`src/rtl/dcu_pkg.sv`:
```
package dcu_pkg;
  localparam int RUN_B     = 5;
  localparam int ESTOP_B   = 6;
  localparam int CIE_B     = 7;
  localparam int LIM_LO    = 8;
  localparam int LIM_W     = 8;
  localparam int SRST_B    = 16;
  localparam int PARK_B    = 17;
  localparam int ICLR_B    = 31;

  typedef enum logic [1:0] {
    ST_IDLE = 2'd0,
    ST_XFER = 2'd1,
    ST_WB   = 2'd2
  } seq_state_e;

  typedef struct packed {
    logic             park;
    logic [LIM_W-1:0] lim;
    logic             cnt_ie;
    logic             err_stop;
    logic             run;
  } ctrl_fields_t;
endpackage

```
`src/rtl/dcu_srst.sv`:
```
module dcu_srst #(
  parameter int SRST_CYCLES = 4
) (
  input  logic clk,
  input  logic rst_n,
  input  logic wr_i,
  input  logic arm_bit_i,
  output logic fire_o,
  output logic active_o
);
  localparam int CW = $clog2(SRST_CYCLES + 1);

  logic          armed_q, armed_d;
  logic [CW-1:0] cnt_q, cnt_d;
  logic          en;

  assign active_o = (cnt_q != '0);
  assign fire_o   = !active_o && wr_i && arm_bit_i && armed_q;

  always_comb begin
    armed_d = armed_q;
    cnt_d   = cnt_q;
    if (active_o) begin
      armed_d = 1'b0;
      cnt_d   = cnt_q - 1'b1;
    end else if (fire_o) begin
      armed_d = 1'b0;
      cnt_d   = CW'(SRST_CYCLES);
    end else if (wr_i) begin
      armed_d = arm_bit_i;
    end
  end

  assign en = active_o | wr_i;

  always_ff @(posedge clk or negedge rst_n) begin
    if (!rst_n) begin
      armed_q <= 1'b0;
      cnt_q   <= '0;
    end else if (en) begin
      armed_q <= armed_d;
      cnt_q   <= cnt_d;
    end
  end


  srst_armed_chk: assert property (@(posedge clk) disable iff (!rst_n)
    $rose(active_o) |-> $past(wr_i && arm_bit_i && armed_q));
endmodule

```
`src/rtl/dcu_regs.sv`:
```
module dcu_regs
  import dcu_pkg::*;
(
  input  logic         clk,
  input  logic         rst_n,
  input  logic         wr_en_i,
  input  logic [31:0]  wdata_i,
  input  logic         clear_i,
  input  logic         run_clr_i,
  output ctrl_fields_t fields_o,
  output logic [31:0]  rdata_o,
  output logic         irq_clr_o
);
  ctrl_fields_t f_q, f_d;
  logic         f_en;
  logic         rsvd_unused;

  assign rsvd_unused = ^{wdata_i[4:0], wdata_i[30:18], wdata_i[SRST_B]};

  always_comb begin
    f_d = f_q;
    if (clear_i) begin
      f_d = '0;
    end else if (wr_en_i) begin
      f_d.run      = wdata_i[RUN_B];
      f_d.err_stop = wdata_i[ESTOP_B];
      f_d.cnt_ie   = wdata_i[CIE_B];
      f_d.lim      = wdata_i[LIM_LO +: LIM_W];
      f_d.park     = wdata_i[PARK_B];
    end else if (run_clr_i) begin
      f_d.run = 1'b0;
    end
  end

  assign f_en = clear_i | wr_en_i | run_clr_i;

  always_ff @(posedge clk or negedge rst_n) begin
    if (!rst_n)    f_q <= '0;
    else if (f_en) f_q <= f_d;
  end

  always_comb begin
    rdata_o                   = '0;
    rdata_o[RUN_B]            = f_q.run;
    rdata_o[ESTOP_B]          = f_q.err_stop;
    rdata_o[CIE_B]            = f_q.cnt_ie;
    rdata_o[LIM_LO +: LIM_W]  = f_q.lim;
    rdata_o[PARK_B]           = f_q.park;
  end

  assign fields_o  = f_q;
  assign irq_clr_o = wr_en_i & wdata_i[ICLR_B];
endmodule

```
`src/rtl/dcu_seq.sv`:
```
module dcu_seq
  import dcu_pkg::*;
#(
  parameter bit STREAM_TO_MEM = 1'b1
) (
  input  logic clk,
  input  logic rst_n,
  input  logic clear_i,
  input  logic run_i,
  input  logic err_stop_i,
  input  logic owned_i,
  input  logic done_i,
  input  logic err_i,
  input  logic wb_ack_i,
  output logic start_o,
  output logic wb_req_o,
  output logic desc_done_o,
  output logic run_clr_o
);
  seq_state_e state_q, state_d;
  logic       err_q, err_d;
  logic       err_hit;
  logic       en;

  generate
    if (STREAM_TO_MEM) begin : g_err_stop
      assign err_hit = err_stop_i & err_i;
    end else begin : g_no_err_stop
      logic err_unused;
      assign err_unused = err_stop_i ^ err_i;
      assign err_hit    = 1'b0;
    end
  endgenerate

  always_comb begin
    state_d     = state_q;
    err_d       = err_q;
    start_o     = 1'b0;
    wb_req_o    = 1'b0;
    desc_done_o = 1'b0;
    run_clr_o   = 1'b0;
    unique case (state_q)
      ST_IDLE: begin
        if (run_i) begin
          if (owned_i) begin
            start_o = 1'b1;
            err_d   = 1'b0;
            state_d = ST_XFER;
          end else begin
            run_clr_o = 1'b1;
          end
        end
      end
      ST_XFER: begin
        if (err_hit) err_d   = 1'b1;
        if (done_i)  state_d = ST_WB;
      end
      ST_WB: begin
        wb_req_o = 1'b1;
        if (wb_ack_i) begin
          desc_done_o = 1'b1;
          run_clr_o   = err_q;
          err_d       = 1'b0;
          state_d     = ST_IDLE;
        end
      end
      default: state_d = ST_IDLE;
    endcase
    if (clear_i) begin
      state_d     = ST_IDLE;
      err_d       = 1'b0;
      start_o     = 1'b0;
      wb_req_o    = 1'b0;
      desc_done_o = 1'b0;
      run_clr_o   = 1'b0;
    end
  end

  assign en = clear_i | run_i | (state_q != ST_IDLE);

  always_ff @(posedge clk or negedge rst_n) begin
    if (!rst_n) begin
      state_q <= ST_IDLE;
      err_q   <= 1'b0;
    end else if (en) begin
      state_q <= state_d;
      err_q   <= err_d;
    end
  end


  start_single_chk: assert property (@(posedge clk) disable iff (!rst_n)
    start_o |=> !start_o);


  xfer_to_wb_chk: assert property (@(posedge clk) disable iff (!rst_n)
    (state_q == ST_XFER && !clear_i) |=> (state_q == ST_XFER || state_q == ST_WB));


  wb_hold_chk: assert property (@(posedge clk) disable iff (!rst_n)
    (wb_req_o && !wb_ack_i && !clear_i) |=> (state_q == ST_WB));
endmodule

```
`src/rtl/dcu_irq.sv`:
```
module dcu_irq #(
  parameter int LIM_W = 8
) (
  input  logic             clk,
  input  logic             rst_n,
  input  logic             clear_i,
  input  logic             cnt_ie_i,
  input  logic [LIM_W-1:0] lim_i,
  input  logic             desc_done_i,
  input  logic             irq_clr_i,
  output logic             irq_o
);
  logic [LIM_W-1:0] cnt_q, cnt_d, cnt_inc;
  logic             pend_q, pend_d;
  logic             hit;
  logic             en;

  assign cnt_inc = cnt_q + 1'b1;
  assign hit     = desc_done_i && (lim_i != '0) && (cnt_inc >= lim_i);

  always_comb begin
    cnt_d  = cnt_q;
    pend_d = pend_q;
    if (clear_i) begin
      cnt_d  = '0;
      pend_d = 1'b0;
    end else begin
      if (desc_done_i) cnt_d = hit ? '0 : cnt_inc;
      if (hit && cnt_ie_i) pend_d = 1'b1;
      else if (irq_clr_i)  pend_d = 1'b0;
    end
  end

  assign en = clear_i | desc_done_i | irq_clr_i;

  always_ff @(posedge clk or negedge rst_n) begin
    if (!rst_n) begin
      cnt_q  <= '0;
      pend_q <= 1'b0;
    end else if (en) begin
      cnt_q  <= cnt_d;
      pend_q <= pend_d;
    end
  end

  assign irq_o = pend_q;


  irq_after_wb_chk: assert property (@(posedge clk) disable iff (!rst_n)
    $rose(pend_q) |-> $past(desc_done_i));


  zero_lim_quiet_chk: assert property (@(posedge clk) disable iff (!rst_n)
    (lim_i == '0) |=> !$rose(pend_q));
endmodule

```
`src/rtl/desc_ctrl_unit.sv`:
```
module desc_ctrl_unit
  import dcu_pkg::*;
#(
  parameter int SRST_CYCLES   = 4,
  parameter bit STREAM_TO_MEM = 1'b1
) (
  input  logic        clk,
  input  logic        rst_n,
  input  logic        reg_wr,
  input  logic [31:0] reg_wdata,
  output logic [31:0] reg_rdata,
  input  logic        dp_owned,
  output logic        dp_start,
  input  logic        dp_done,
  input  logic        dp_err,
  output logic        wb_req,
  output logic        wb_clr_own,
  input  logic        wb_ack,
  output logic        dp_reset,
  output logic        irq
);
  ctrl_fields_t fields;
  logic         srst_fire, srst_active, clear;
  logic         wr_en, run_clr, desc_done, irq_clr;

  assign clear = srst_fire | srst_active;
  assign wr_en = reg_wr & ~srst_active;

  dcu_srst #(.SRST_CYCLES(SRST_CYCLES)) u_srst (
    .clk       (clk),
    .rst_n     (rst_n),
    .wr_i      (wr_en),
    .arm_bit_i (reg_wdata[SRST_B]),
    .fire_o    (srst_fire),
    .active_o  (srst_active)
  );

  dcu_regs u_regs (
    .clk       (clk),
    .rst_n     (rst_n),
    .wr_en_i   (wr_en),
    .wdata_i   (reg_wdata),
    .clear_i   (clear),
    .run_clr_i (run_clr),
    .fields_o  (fields),
    .rdata_o   (reg_rdata),
    .irq_clr_o (irq_clr)
  );

  dcu_seq #(.STREAM_TO_MEM(STREAM_TO_MEM)) u_seq (
    .clk         (clk),
    .rst_n       (rst_n),
    .clear_i     (clear),
    .run_i       (fields.run),
    .err_stop_i  (fields.err_stop),
    .owned_i     (dp_owned),
    .done_i      (dp_done),
    .err_i       (dp_err),
    .wb_ack_i    (wb_ack),
    .start_o     (dp_start),
    .wb_req_o    (wb_req),
    .desc_done_o (desc_done),
    .run_clr_o   (run_clr)
  );

  dcu_irq #(.LIM_W(LIM_W)) u_irq (
    .clk         (clk),
    .rst_n       (rst_n),
    .clear_i     (clear),
    .cnt_ie_i    (fields.cnt_ie),
    .lim_i       (fields.lim),
    .desc_done_i (desc_done),
    .irq_clr_i   (irq_clr),
    .irq_o       (irq)
  );

  assign wb_clr_own = wb_req & ~fields.park;
  assign dp_reset   = srst_active;
endmodule

```
`config.mk`:
```
export PLATFORM = sky130hd
export DESIGN_NAME = desc_ctrl_unit
export DESIGN_NICKNAME = d
export VERILOG_FILES = /design/src/rtl/dcu_pkg.sv /design/src/rtl/dcu_srst.sv /design/src/rtl/dcu_regs.sv /design/src/rtl/dcu_seq.sv /design/src/rtl/dcu_irq.sv /design/src/rtl/desc_ctrl_unit.sv
export SDC_FILE = /design/constraint.sdc
export NUM_CORES = 1
export LEC_CHECK = 0
export BUFFER_PORTS_ARGS = -buffer_cell sky130_fd_sc_hd__buf_2
export CORE_ASPECT_RATIO = 0.9
export CORE_UTILIZATION = 48
export DETAILED_ROUTE_END_ITERATION = 10
export GPL_ROUTABILITY_DRIVEN = 1
export PLACE_DENSITY_LB_ADDON = 0.05
export RECOVER_POWER = 100
export SYNTH_ARGS = -nofsm -noshare
export SYNTH_HDL_FRONTEND = slang
export SYNTH_SLANG_ARGS = --single-unit
```
`constraint.sdc`:
```
create_clock -name clk -period 2.8 [get_ports clk]
set_input_delay 0 -clock clk [delete_from_list [all_inputs] [get_ports clk]]
set_output_delay 0 -clock clk [all_outputs]
set_load 0.01 [all_outputs]
```
Word-level counts from Yosys, hierarchy flattened. Index checks and enable logic that the tools add are counted.

Bits in registers: 28. Bits in latches: 0. RAM bits: 0. Memory bits (read-only): 0. Output and inout bits: 37. Logic and storage cells: 102. Memories: 0.

Add/sub/neg operators: 2. $mul: 0. Divide/modulo/power cells: 0. Magnitude comparators: 1. Equal/unequal tests: 7. Shift operators: 0. Mux-type cells: 41. Bitwise logic cells: 14. Reductions and logical operators: 26.

Operators with widths (count): 1-bit 2-to-1 mux (26); 8-bit 2-to-1 mux (3); 12-bit 2-to-1 mux (1); 3-bit by 2-bit inequality test with 1-bit output, second input constant (4); 2-bit AND reduction (6); 3-bit nonzero test (4); 11-bit 2-to-1 mux (1); 2-bit 2-to-1 mux (5); 8-bit by 1-bit adder with 8-bit output, second input constant (1); 8-bit >= comparator (1); 1-bit OR (8); 2-bit nonzero test (4); 8-bit nonzero test (1); 1-bit logical AND (6); 3-bit 2-to-1 mux (2); 2-bit case mux with 3 select lines (1); 6-bit AND reduction (1); 5-bit AND reduction (1); 1-bit bitwise AND (4); 4-bit nonzero test (1); 3-bit by 1-bit inequality test with 1-bit output, second input constant (1); 1-bit case mux with 3 select lines (1); 3-bit by 1-bit subtractor with 3-bit output, second input constant (1); 2-bit by 1-bit == test with 1-bit output, second input constant (1); other kinds (5) (6).

Logic depth before layout (Yosys ltp). Gate-level depths: netlist of the first run.

Depth in word-level cells: 13. Mapped depth: 10. Gate-level depth less buffers: 10.

Hierarchy. Synthesis of the first run repeated with hierarchy kept, for this count alone.

Cell total of the unflattened synthesis: 195. Area, all modules: 1875.5 µm².

By module, submodules not included: dcu_regs (instances 1, cells an instance 74, area an instance 745.7 µm²); dcu_irq (instances 1, cells an instance 81, area an instance 738.2 µm²); dcu_seq (instances 1, cells an instance 21, area an instance 190.2 µm²); dcu_srst (instances 1, cells an instance 16, area an instance 180.2 µm²); desc_ctrl_unit (instances 1, cells an instance 3, area an instance 21.3 µm²).

Least setup slack after synthesis of the first run. OpenSTA, ideal clock, no wires.

Path kind: reg2reg. Start point: register u_irq.cnt_q[2]. End point: register u_irq.cnt_q[3]. Setup time: 83 ps. Arrival time: 2315 ps. Required time: 2717 ps. Setup slack: 402 ps. Stages on the path, launching flop included: 10. Buffers on the path: 0. Clock period less this slack: 2398 ps. Path through: dfrtp_1 -> nand3_1 -> or2_2 -> xnor2_1 -> ha_1 -> a211oi_1 -> nor2_1 -> a311oi_4 -> o211ai_1 -> a31oi_1.

Longest elaborated chain between the ends: 6.

RTL lines: from (decl) (RTL line dcu_irq.sv:13) `logic [LIM_W-1:0] cnt_q, cnt_d, cnt_inc;`; from (signal assigned) (RTL line dcu_irq.sv:41) `cnt_q <= cnt_d;`; 8-bit by 1-bit adder with 8-bit output * (RTL line dcu_irq.sv:18) `assign cnt_inc = cnt_q + 1'b1;`; 8-bit >= comparator (RTL line dcu_irq.sv:19) `assign hit = desc_done_i && (lim_i != '0) && (cnt_inc >= lim_i);`; 1-bit logical AND (RTL line dcu_irq.sv:19); 8-bit 2-to-1 mux * (2 in series) (RTL line dcu_irq.sv:28) `if (desc_done_i) cnt_d = hit ? '0 : cnt_inc;`; 8-bit 2-to-1 mux * (RTL line dcu_irq.sv:24) `if (clear_i) begin`.

Every way passes the cells marked *; elsewhere a longest branch is shown, timed or not. The select of a mux whose other input is x is not followed. A chain may end at the register's enable or synchronous reset.

Final worst setup path of the first run.
Start point: register u_irq.cnt_q[0]. End point: register u_irq.cnt_q[6].

The elaborated chain is that of the path after synthesis.

==> summary.md, run 1 <==
| Metric | Value |
|---|---|
| Register Area | `700.7 sq um` |
| Largest net degree at the start of global routing | `29` |
| I/O Buffers | `37` |
| Area occupied by multi-input gates | `935.9 sq um` |
| CTS Root Cell | `clkbuf_8` |
| Pwr Density | `767.5 mW/mm^2` |
| Startpoint Class | `flop` |
| Slew Viols, Final | `29` |
| Critical Path AT | `2.74 ns` |
| Worst VDD drop | `0.4796 mV` |
| Worst slew margin | `-2.232%` |
| Outcome | `complete, but fails checks` |
| HP Class | `in2reg` |
| Mean routed wirelength per cell | `13.39 um` |
| Post-Syn Instances | `191` |
| Fmax | `393.7 MHz` |
| Leading area contributor after synthesis | `dfrtp_1` |
| Main area contributors after synthesis | `dfrtp_1 39%, buf_4 9.6%, ha_1 9.0%` |
| DRC Markers | `0` |
| WHS | `0.02718 ns` |
| Commonest cells post-synth | `28 x dfrtp_1, 23 x buf_4, 20 x nand2_1` |
| CP Capture Type | `flop` |
| First-pass GRT wire length | `6.513 mm` |
| Static leakage | `1.002 nW` |
| Dominant synthesized flop cell | `dfrtp_1` |
| Tcrit/Tclk final | `90.71%` |
| Top-count cell post-synth | `dfrtp_1` |
| Via density | `5.381` |
| Initial antenna violation count | `0` |
| CTS tree | `yes` |
| DRT Wirelength | `3.830 mm` |
| IO Count | `76` |
| Overall Global Routing Usage | `21.46%` |
| Synthesis warning total | `0` |
| Die height | `60.12 um` |
| CTS H-tree lvls | `1` |
| DRT Pass-1 Iters | `4` |
| Clock tree buffer depth | `2` |
| Final min period | `2.540 ns` |
| Setup Viol. Count Final | `0` |
| EDFF count, synth | `0` |
| Crit Path Max Fanout | `10` |
| Total negative setup slack | `0 ns` |
| Clk_lat worst skew | `0.28 ns` |
| Die width | `66.58 um` |
| Vias | `1,539` |
| Placed wire-length estimate | `2.768 mm` |
| # rows | `20` |
| Synth async-reset ratio | `100.0%` |
| Sequential-to-total area share from yosys stat | `38.89%` |
| RSZ-0062 raised after global routing | `no` |
| Resized Gates After CTS | `0` |
| Top-area cell type share of the netlist area | `38.89%` |
| Initial core utilization | `51.80%` |
| Congestion Overflow GR | `0` |
| Layout net count | `295` |
| DR iter-0 viols | `46` |
| Area delta synth->final | `18.26%` |
| Crit path kind | `reg2reg` |
| CORE AREA | `0.003478 sq mm` |
| Worst slew pin tran | `1.533 ns` |
| ANT cells | `0` |
| Synth unique cells | `39` |
| Routed Antenna Nets | `0` |
| Die Area | `0.004003 sq mm` |
| Clk pin slew, worst setup/hold paths | `0.09 ns` |
| Critical path data required time | `3.00 ns` |
| Failing checks | `capacitance limit, slew limit` |
| Layout cells sized above 1 | `13.22%` |
| Worst Skew | `0.004639 ns` |
| Final-layout fill cell count | `324` |
| Netlist Area Pre-Place | `0.001802 sq mm` |
| Flops & latches, synth | `28` |
| Number of CTS-inserted buffers | `3` |
| Syn_area_per_cell | `9.433 sq um` |
| Max-capacitance violation count | `1` |
| Placer congestion estimate | `0.7422` |
| Hold Vio Cnt, Final | `0` |
| Num Clock Sinks | `28` |
| Vias in the first global route | `1,494` |
-- area by class of cell --
class	count	area share [%]
timing repair buffer	55	15.15
multi-input combinational	143	43.92
clock inverter	1	1.409
inverter	12	2.114
sequential	28	32.88
tap	44	2.584
clock buffer	3	1.938
-- repair_timing --
item | CTS | global route
endpoints found under the setup margin | 0 | 9
endpoints found under the hold margin | 40 | 0
hold buffers | 13 | 0
setup buffers | 0 | 1
-- metrics by stage --
| stage | setup WS, ns | area [sq um] | instances | power (mW) | util (%) |
|---|---|---|---|---|---|
| after floorplan | 0.4021 | 1873 | 210 | 1.112 | - |
| after global placement | 0.1932 | 1952 | 268 | 1.287 | 56.12 |
| after detailed placement | 0.1609 | 1952 | 268 | 1.316 | 56.12 |
| after CTS | 0.1015 | 2153 | 285 | 1.656 | 61.91 |
| after global routing | 0.04888 | 2131 | 286 | 1.758 | 61.26 |
| final | 0.2601 | 2131 | 286 | 1.635 | 61.26 |
-- power by group --
group | internal [mW] | switching, mW | total [mW]
Clock | 0.191 | 0.125 | 0.317
Sequential | 0.494 | 0.0831 | 0.577
Combinational | 0.281 | 0.460 | 0.741
-- metal layers --
layer / GRT usage, % / wire length, um / up-vias
met5: 0 / 0 / -
met3: 3.435 / 165 / 5
met2: 39.25 / 1956 / 52
met4: 6.383 / 40 / 0
met1: 25.78 / 1666 / 750
li1: - / - / 732
-- worst max-delay path: stages, from the launching register on --
cell and delay [ns]:
dfrtp_1 0.42, nand3_1 0.11, clkbuf_1 0.16, nor3_1 0.33, xor2_1 0.22, ha_1 0.27, and4_1 0.21, a311oi_4 0.24
buf_4 0.21, o2111ai_1 0.13, a21oi_1 0.17
-- logic make-up (layout without fill, tap and decap cells) --
kind of cell | Yosys count | count (layout) | share of synthesized area [%]
flops | 28 | 28 | 38.89
fa+ha+maj | 13 | 13 | 9.028
compound gates | 45 | 45 | 18.54
buf+inv | 39 | 71 | 13.12
simple gates | 56 | 56 | 15.56
other cells | 1 | 20 | 0.2081
xor+xnor | 6 | 6 | 2.917
mux | 3 | 3 | 1.736
-- sequential cells by signal, summed over array words and instances (netlist names) --
| signal | flops |
|---|---|
| u_seq.err_q | 1 |
| u_irq.irq_o | 1 |
| u_srst.armed_q | 1 |
| u_srst.cnt_q | 3 |
| u_regs.fields_o | 12 |
| u_seq.state_q | 2 |
| u_irq.cnt_q | 8 |
-- layout by cell type, fill, tap and decap left out, types with 6 or more instances in the layout --
cell type / n
dfrtp_1: 28
nand2_1: 20
conb_1: 20
clkbuf_1: 20
buf_2: 19
ha_1: 13
dlygate4sd3_1: 13
inv_1: 12
a22o_1: 12
nor2_1: 10
a21oi_1: 10
o21ai_0: 6
-- worst paths after layout --
check | start | endpoint | slack, ns | depth (start not counted)
max in group asynchronous | rst_n | u_regs.fields_o[9] | 1.28 | 2
min reg2reg | u_srst.cnt_q[0] | u_srst.cnt_q[0] | 0.51 | 1
min | dp_err | u_seq.err_q | 0.03 | 3
max | u_irq.cnt_q[0] | u_irq.cnt_q[6] | 0.26 | 10
max reg2reg | u_irq.cnt_q[0] | u_irq.cnt_q[6] | 0.26 | 10
min in group asynchronous | rst_n | u_srst.cnt_q[1] | 0.62 | 2
Note: power is estimated with default switching activity, not from simulation.
==> inputs of run 2 (changes only) <==
--- a/config.mk
+++ b/config.mk
@@ -7,7 +7,8 @@
 export LEC_CHECK = 0
 export BUFFER_PORTS_ARGS = -buffer_cell sky130_fd_sc_hd__buf_2
 export CORE_ASPECT_RATIO = 0.9
-export CORE_UTILIZATION = 48
+export CORE_UTILIZATION = 49
+export CTS_BUF_LIST = sky130_fd_sc_hd__clkbuf_8
 export DETAILED_ROUTE_END_ITERATION = 10
 export GPL_ROUTABILITY_DRIVEN = 1
 export PLACE_DENSITY_LB_ADDON = 0.05
==> summary.md, run 2 (synthesized netlist as in run 1, its figures left out) <==
| Metric | Value |
|---|---|
| Outcome | `complete, but fails checks` |
| Failing checks | `capacitance limit, slew limit` |
| HP Class | `in2reg` |
| Static leakage | `1.004 nW` |
| Combinational Power Share | `47.0%` |
| Sw frac | `42.14%` |
| Vias in the first global route | `1,523` |
| Reg2Reg Depth | `10` |
| Crit path from | `u_irq.cnt_q[0]` |
| CTS H-tree lvls | `1` |
| Number of CTS-inserted buffers | `3` |
| Layout net count | `296` |
| Critical Path AT | `2.74 ns` |
| RSZ-0062 raised after global routing | `no` |
| R2R Setup Slk | `0.25 ns` |
| Tcrit/Tclk final | `90.90%` |
| Congestion Overflow GR | `0` |
| Resized Gates After CTS | `0` |
| Initial antenna violation count | `0` |
| R2r startpoint | `u_irq.cnt_q[0]` |
| Via density | `5.265` |
| DR iter-0 viols | `41` |
| Max reg flops | `12` |
| I/O Buffers | `37` |
| Fmax | `392.9 MHz` |
| Setup Viol. Count Final | `0` |
| Initial core utilization | `52.17%` |
| First-pass GRT wire length | `6.603 mm` |
| CP Capture Type | `flop` |
| Layout cells sized above 1 | `13.99%` |
| Hold Vio Cnt, Final | `0` |
| Slew Viols, Final | `29` |
| Num Clock Sinks | `28` |
| Clk pin slew, worst setup/hold paths | `0.09 ns` |
| Pwr Density | `732.5 mW/mm^2` |
| Worst Skew | `0.003008 ns` |
| Setup ws final | `0.2549 ns` |
| Startpoint Class | `flop` |
| DRT Pass-1 Iters | `4` |
| Die width | `65.92 um` |
| Area delta synth->final | `17.99%` |
| Flop pwr share | `37.0%` |
| WHS Endpoint | `u_srst.cnt_q[2]` |
| Crit path kind | `reg2reg` |
| Clock power frac | `16.0%` |
| Switching power total | `0.6562 mW` |
| # rows | `20` |
| Die height | `59.53 um` |
| Max-capacitance violation count | `1` |
| CORE AREA | `0.003453 sq mm` |
| DRT Wirelength | `3.854 mm` |
| Clock tree buffer depth | `2` |
| Worst slew margin | `-4.699%` |
| Routed Antenna Nets | `0` |
| Critical path data required time | `2.99 ns` |
| Worst slew pin tran | `1.570 ns` |
| Internal power | `0.9010 mW` |
| Commonest non-fill, non-tap cells in the layout | `28 x dfrtp_1, 20 x nand2_1, 20 x conb_1` |
| Total negative setup slack | `0 ns` |
| Final min period | `2.545 ns` |
| Mean routed wirelength per cell | `13.43 um` |
| ANT cells | `0` |
| Vias | `1,511` |
| DRC Markers | `0` |
| Worst hold start | `reg_wr` |
| IO Count | `76` |
| Reg-to-Reg End | `u_irq.cnt_q[4]` |
| Placer congestion estimate | `0.7669` |
| Placed wire-length estimate | `2.802 mm` |
| Overall Global Routing Usage | `22.11%` |
| Most common cell after layout, fill and taps aside | `dfrtp_1` |
| Die Area | `0.003924 sq mm` |
| Total power | `1.557 mW` |
| CTS Root Cell | `clkbuf_8` |
| CTS tree | `yes` |
| Hold path cells | `3` |
| Crit Path Max Fanout | `10` |
| Clk_lat worst skew | `0.27 ns` |
| Worst slack at placement | `0.1221 ns` |
| Largest net degree at the start of global routing | `29` |
| Worst VDD drop | `0.5583 mV` |
[run 2: changes by cell type in the layout (fill, tap and decap cells not counted), sizes merged]
cell and change:
bufinv -1, buf +2
[run 2: how the worst max path moves through the flow]
stage / to
final: u_irq.cnt_q[4]
after global routing: u_irq.cnt_q[6]
after CTS: u_irq.cnt_q[4]
after detailed placement: u_irq.cnt_q[4]
after global placement: u_irq.cnt_q[4]
after floorplan: u_irq.cnt_q[3]
[run 2: worst max-delay path, cell delays in order, from the launching register on]
cell and delay (ns):
dfrtp_1 0.42, ha_1 0.25, nand3_1 0.15, nor2_1 0.16
xor2_1 0.25, ha_1 0.29, and4_1 0.18, a311oi_4 0.24
buf_4 0.21, o2111ai_1 0.13, a21oi_1 0.18
[run 2: layer usage]
layer  track usage (%)  wire, um  part of all wire [%]  vias to the layer above
li1                  -         -                     -                      728
met1             27.20      1629                    42                      724
met2             40.38      2003                    52                       57
met3             4.423       204                   5.3                        2
met4             3.727        17                  0.44                        0
met5                 0         0                     0                        -
[run 2: layout make-up]
class | instances | area, sq um
fill | 327 | 1328
sequential | 28 | 700.7
tap | 44 | 55.05
multi-input combinational | 143 | 935.9
clock buffer | 4 | 55.05
timing repair buffer | 56 | 334.1
inverter | 12 | 45.04
[run 2: power by group through the flow]
stage	Clock [mW]	Sequential [mW]	Combinational (mW)
6_report	0.249	0.577	0.732
5_1_grt	0.273	0.594	0.816
4_1_cts	0.259	0.575	0.742
3_5_place_dp	0	0.583	0.727
3_3_place_gp	0	0.577	0.708
2_1_floorplan	0	0.590	0.521
[run 2: stage by stage]
stage	area [sq um]	hold WS, ns	util [%]	cells
final	2126	0.02833	61.56	287
after global routing	2126	0.03812	61.56	287
after CTS	2137	0.02074	61.88	285
after detailed placement	1952	0.06912	56.52	268
after global placement	1952	0.05007	56.52	268
after floorplan	1873	-0.2956	-	210
[run 2: what timing repair did]
item	4_1_cts	5_1_grt
hold endpoints to repair	40	0
setup buffers	0	2
setup endpoints to repair	0	9
hold buffers	13	0
==> inputs of run 3 (changes only) <==
--- a/config.mk
+++ b/config.mk
@@ -6,8 +6,10 @@
 export NUM_CORES = 1
 export LEC_CHECK = 0
 export BUFFER_PORTS_ARGS = -buffer_cell sky130_fd_sc_hd__buf_2
+export CELL_PAD_IN_SITES_DETAIL_PLACEMENT = 0
+export CELL_PAD_IN_SITES_GLOBAL_PLACEMENT = 1
 export CORE_ASPECT_RATIO = 0.9
-export CORE_UTILIZATION = 49
+export CORE_UTILIZATION = 36
 export CTS_BUF_LIST = sky130_fd_sc_hd__clkbuf_8
 export DETAILED_ROUTE_END_ITERATION = 10
 export GPL_ROUTABILITY_DRIVEN = 1
==> summary.md, run 3 (synthesized netlist as in run 1, its figures left out) <==
| Metric | Value |
|---|---|
| Static leakage | `1.011 nW` |
| Routed wl met2 | `2.068 mm` |
| Critical path data required time | `2.99 ns` |
| Die height | `69.12 um` |
| Resized Gates After CTS | `0` |
| CTS Hold Bufs | `13` |
| Commonest non-fill, non-tap cells in the layout | `28 x dfrtp_1, 20 x nand2_1, 20 x conb_1` |
| Fmax | `393.2 MHz` |
| Area delta synth->final | `20.62%` |
| Setup ws final | `0.2570 ns` |
| Max-capacitance violation count | `1` |
| Largest net degree at the start of global routing | `29` |
| Number of CTS-inserted buffers | `3` |
| Worst slack at placement | `0.2593 ns` |
| CTS H-tree lvls | `1` |
| Worst slew margin | `-5.409%` |
| # rows | `24` |
| Total negative setup slack | `0 ns` |
| Placer congestion estimate | `0.7360` |
| CTS Root Cell | `clkbuf_8` |
| CP Capture Type | `flop` |
| Startpoint Class | `flop` |
| Worst slew pin tran | `1.581 ns` |
| Final min period | `2.543 ns` |
| Die Area | `0.005292 sq mm` |
| Crit Path Max Fanout | `10` |
| Most common cell after layout, fill and taps aside | `dfrtp_1` |
| Post-Route Utilization | `44.95%` |
| Via density | `4.853` |
| RSZ-0062 raised after global routing | `no` |
| Pwr Density | `778.7 mW/mm^2` |
| Vias | `1,490` |
| ANT cells | `0` |
| DRT Wirelength | `4.021 mm` |
| Congestion Overflow GR | `0` |
| Routed Antenna Nets | `0` |
| Metal-1 WL | `1.782 mm` |
| Die width | `76.57 um` |
| Worst Skew | `0.004917 ns` |
| Met3 wire length | `153 um` |
| Clk_lat worst skew | `0.28 ns` |
| CORE AREA | `0.004835 sq mm` |
| Dpl cell area | `0.001998 sq mm` |
| Register Area | `700.7 sq um` |
| Final instance area | `0.002173 sq mm` |
| Max reg flops | `12` |
| DRT Pass-1 Iters | `4` |
| Num Clock Sinks | `28` |
| Slew Viols, Final | `29` |
| Critical Path AT | `2.74 ns` |
| Mean routed wirelength per cell | `13.10 um` |
| Overall Global Routing Usage | `16.00%` |
| Outcome | `complete, but fails checks` |
| Setup Viol. Count Final | `0` |
| WHS | `0.03185 ns` |
| Failing checks | `capacitance limit, slew limit` |
| # Post-CTS Setup Buffers | `0` |
| Layout cells sized above 1 | `13.64%` |
| Clock tree buffer depth | `2` |
| Initial core utilization | `37.27%` |
| DR iter-0 viols | `68` |
| Placed wire-length estimate | `3.055 mm` |
| First-pass GRT wire length | `6.831 mm` |
| Vias in the first global route | `1,501` |
| Crit path kind | `reg2reg` |
| I/O Buffers | `37` |
| Tcrit/Tclk final | `90.82%` |
| Clk pin slew, worst setup/hold paths | `0.10 ns` |
| Hold Vio Cnt, Final | `0` |
| Final-layout fill cell count | `469` |
| Layout net count | `295` |
| HP Class | `in2reg` |
| Initial antenna violation count | `0` |
| CTS tree | `yes` |
| Uppermost routed layer | `met4` |
| Worst VDD drop | `0.4240 mV` |
| DRC Markers | `0` |
| Area occupied by multi-input gates | `935.9 sq um` |
| IO Count | `76` |
==> run 3: power by group <==
part,internal (mW),leakage [nW],switching (mW)
combinational,0.317,0.595,0.473
sequential,0.494,0.380,0.0846
clock,0.191,0.0357,0.132
total,1.00,1.01,0.690
==> run 3: path summary, 6_finish.rpt <==
path                                  from            endpoint  slack [ns]  cells past startpoint
max in group asynchronous            rst_n  u_regs.fields_o[6]        1.24                      2
min in group asynchronous            rst_n      u_irq.cnt_q[7]        0.65                      2
max reg2reg                 u_irq.cnt_q[0]      u_irq.cnt_q[4]        0.26                     11
min                                 reg_wr     u_srst.cnt_q[2]        0.03                      3
min reg2reg                u_srst.cnt_q[0]     u_srst.cnt_q[0]        0.50                      1
max                         u_irq.cnt_q[0]      u_irq.cnt_q[4]        0.26                     11
==> run 3: metal layers <==
layer  global-route usage, %  vias to the layer above
met4                   2.564                        0
li1                        -                      738
met2                   28.53                       39
met1                   20.05                      711
met3                   3.444                        2
met5                       0                        -
==> run 3: layout make-up <==
| cell class | count | area share [%] |
|---|---|---|
| inverters | 12 | 2.073 |
| well taps | 65 | 3.742 |
| clock buffers | 3 | 1.900 |
| flip-flops and latches | 28 | 32.24 |
| multi-input cells | 143 | 43.06 |
| clock inverters | 1 | 1.382 |
| repair buffers | 55 | 15.60 |
==> run 3: per-stage QoR <==
step           power [mW]  std cells
6_report            1.692        307
5_1_grt             1.821        307
4_1_cts             1.736        307
3_5_place_dp        1.392        290
3_3_place_gp        1.377        290
2_1_floorplan       1.112        210
==> run 3: critical path, stage by stage (launching register included) <==
cell,delay (ns)
dfrtp_1,0.42
ha_1,0.24
nand3_1,0.14
nor2_1,0.15
xor2_1,0.23
ha_1,0.28
o21ai_0,0.16
nor2_1,0.08
a311oi_4,0.31
buf_12,0.17
o2111ai_1,0.11
a21oi_1,0.17
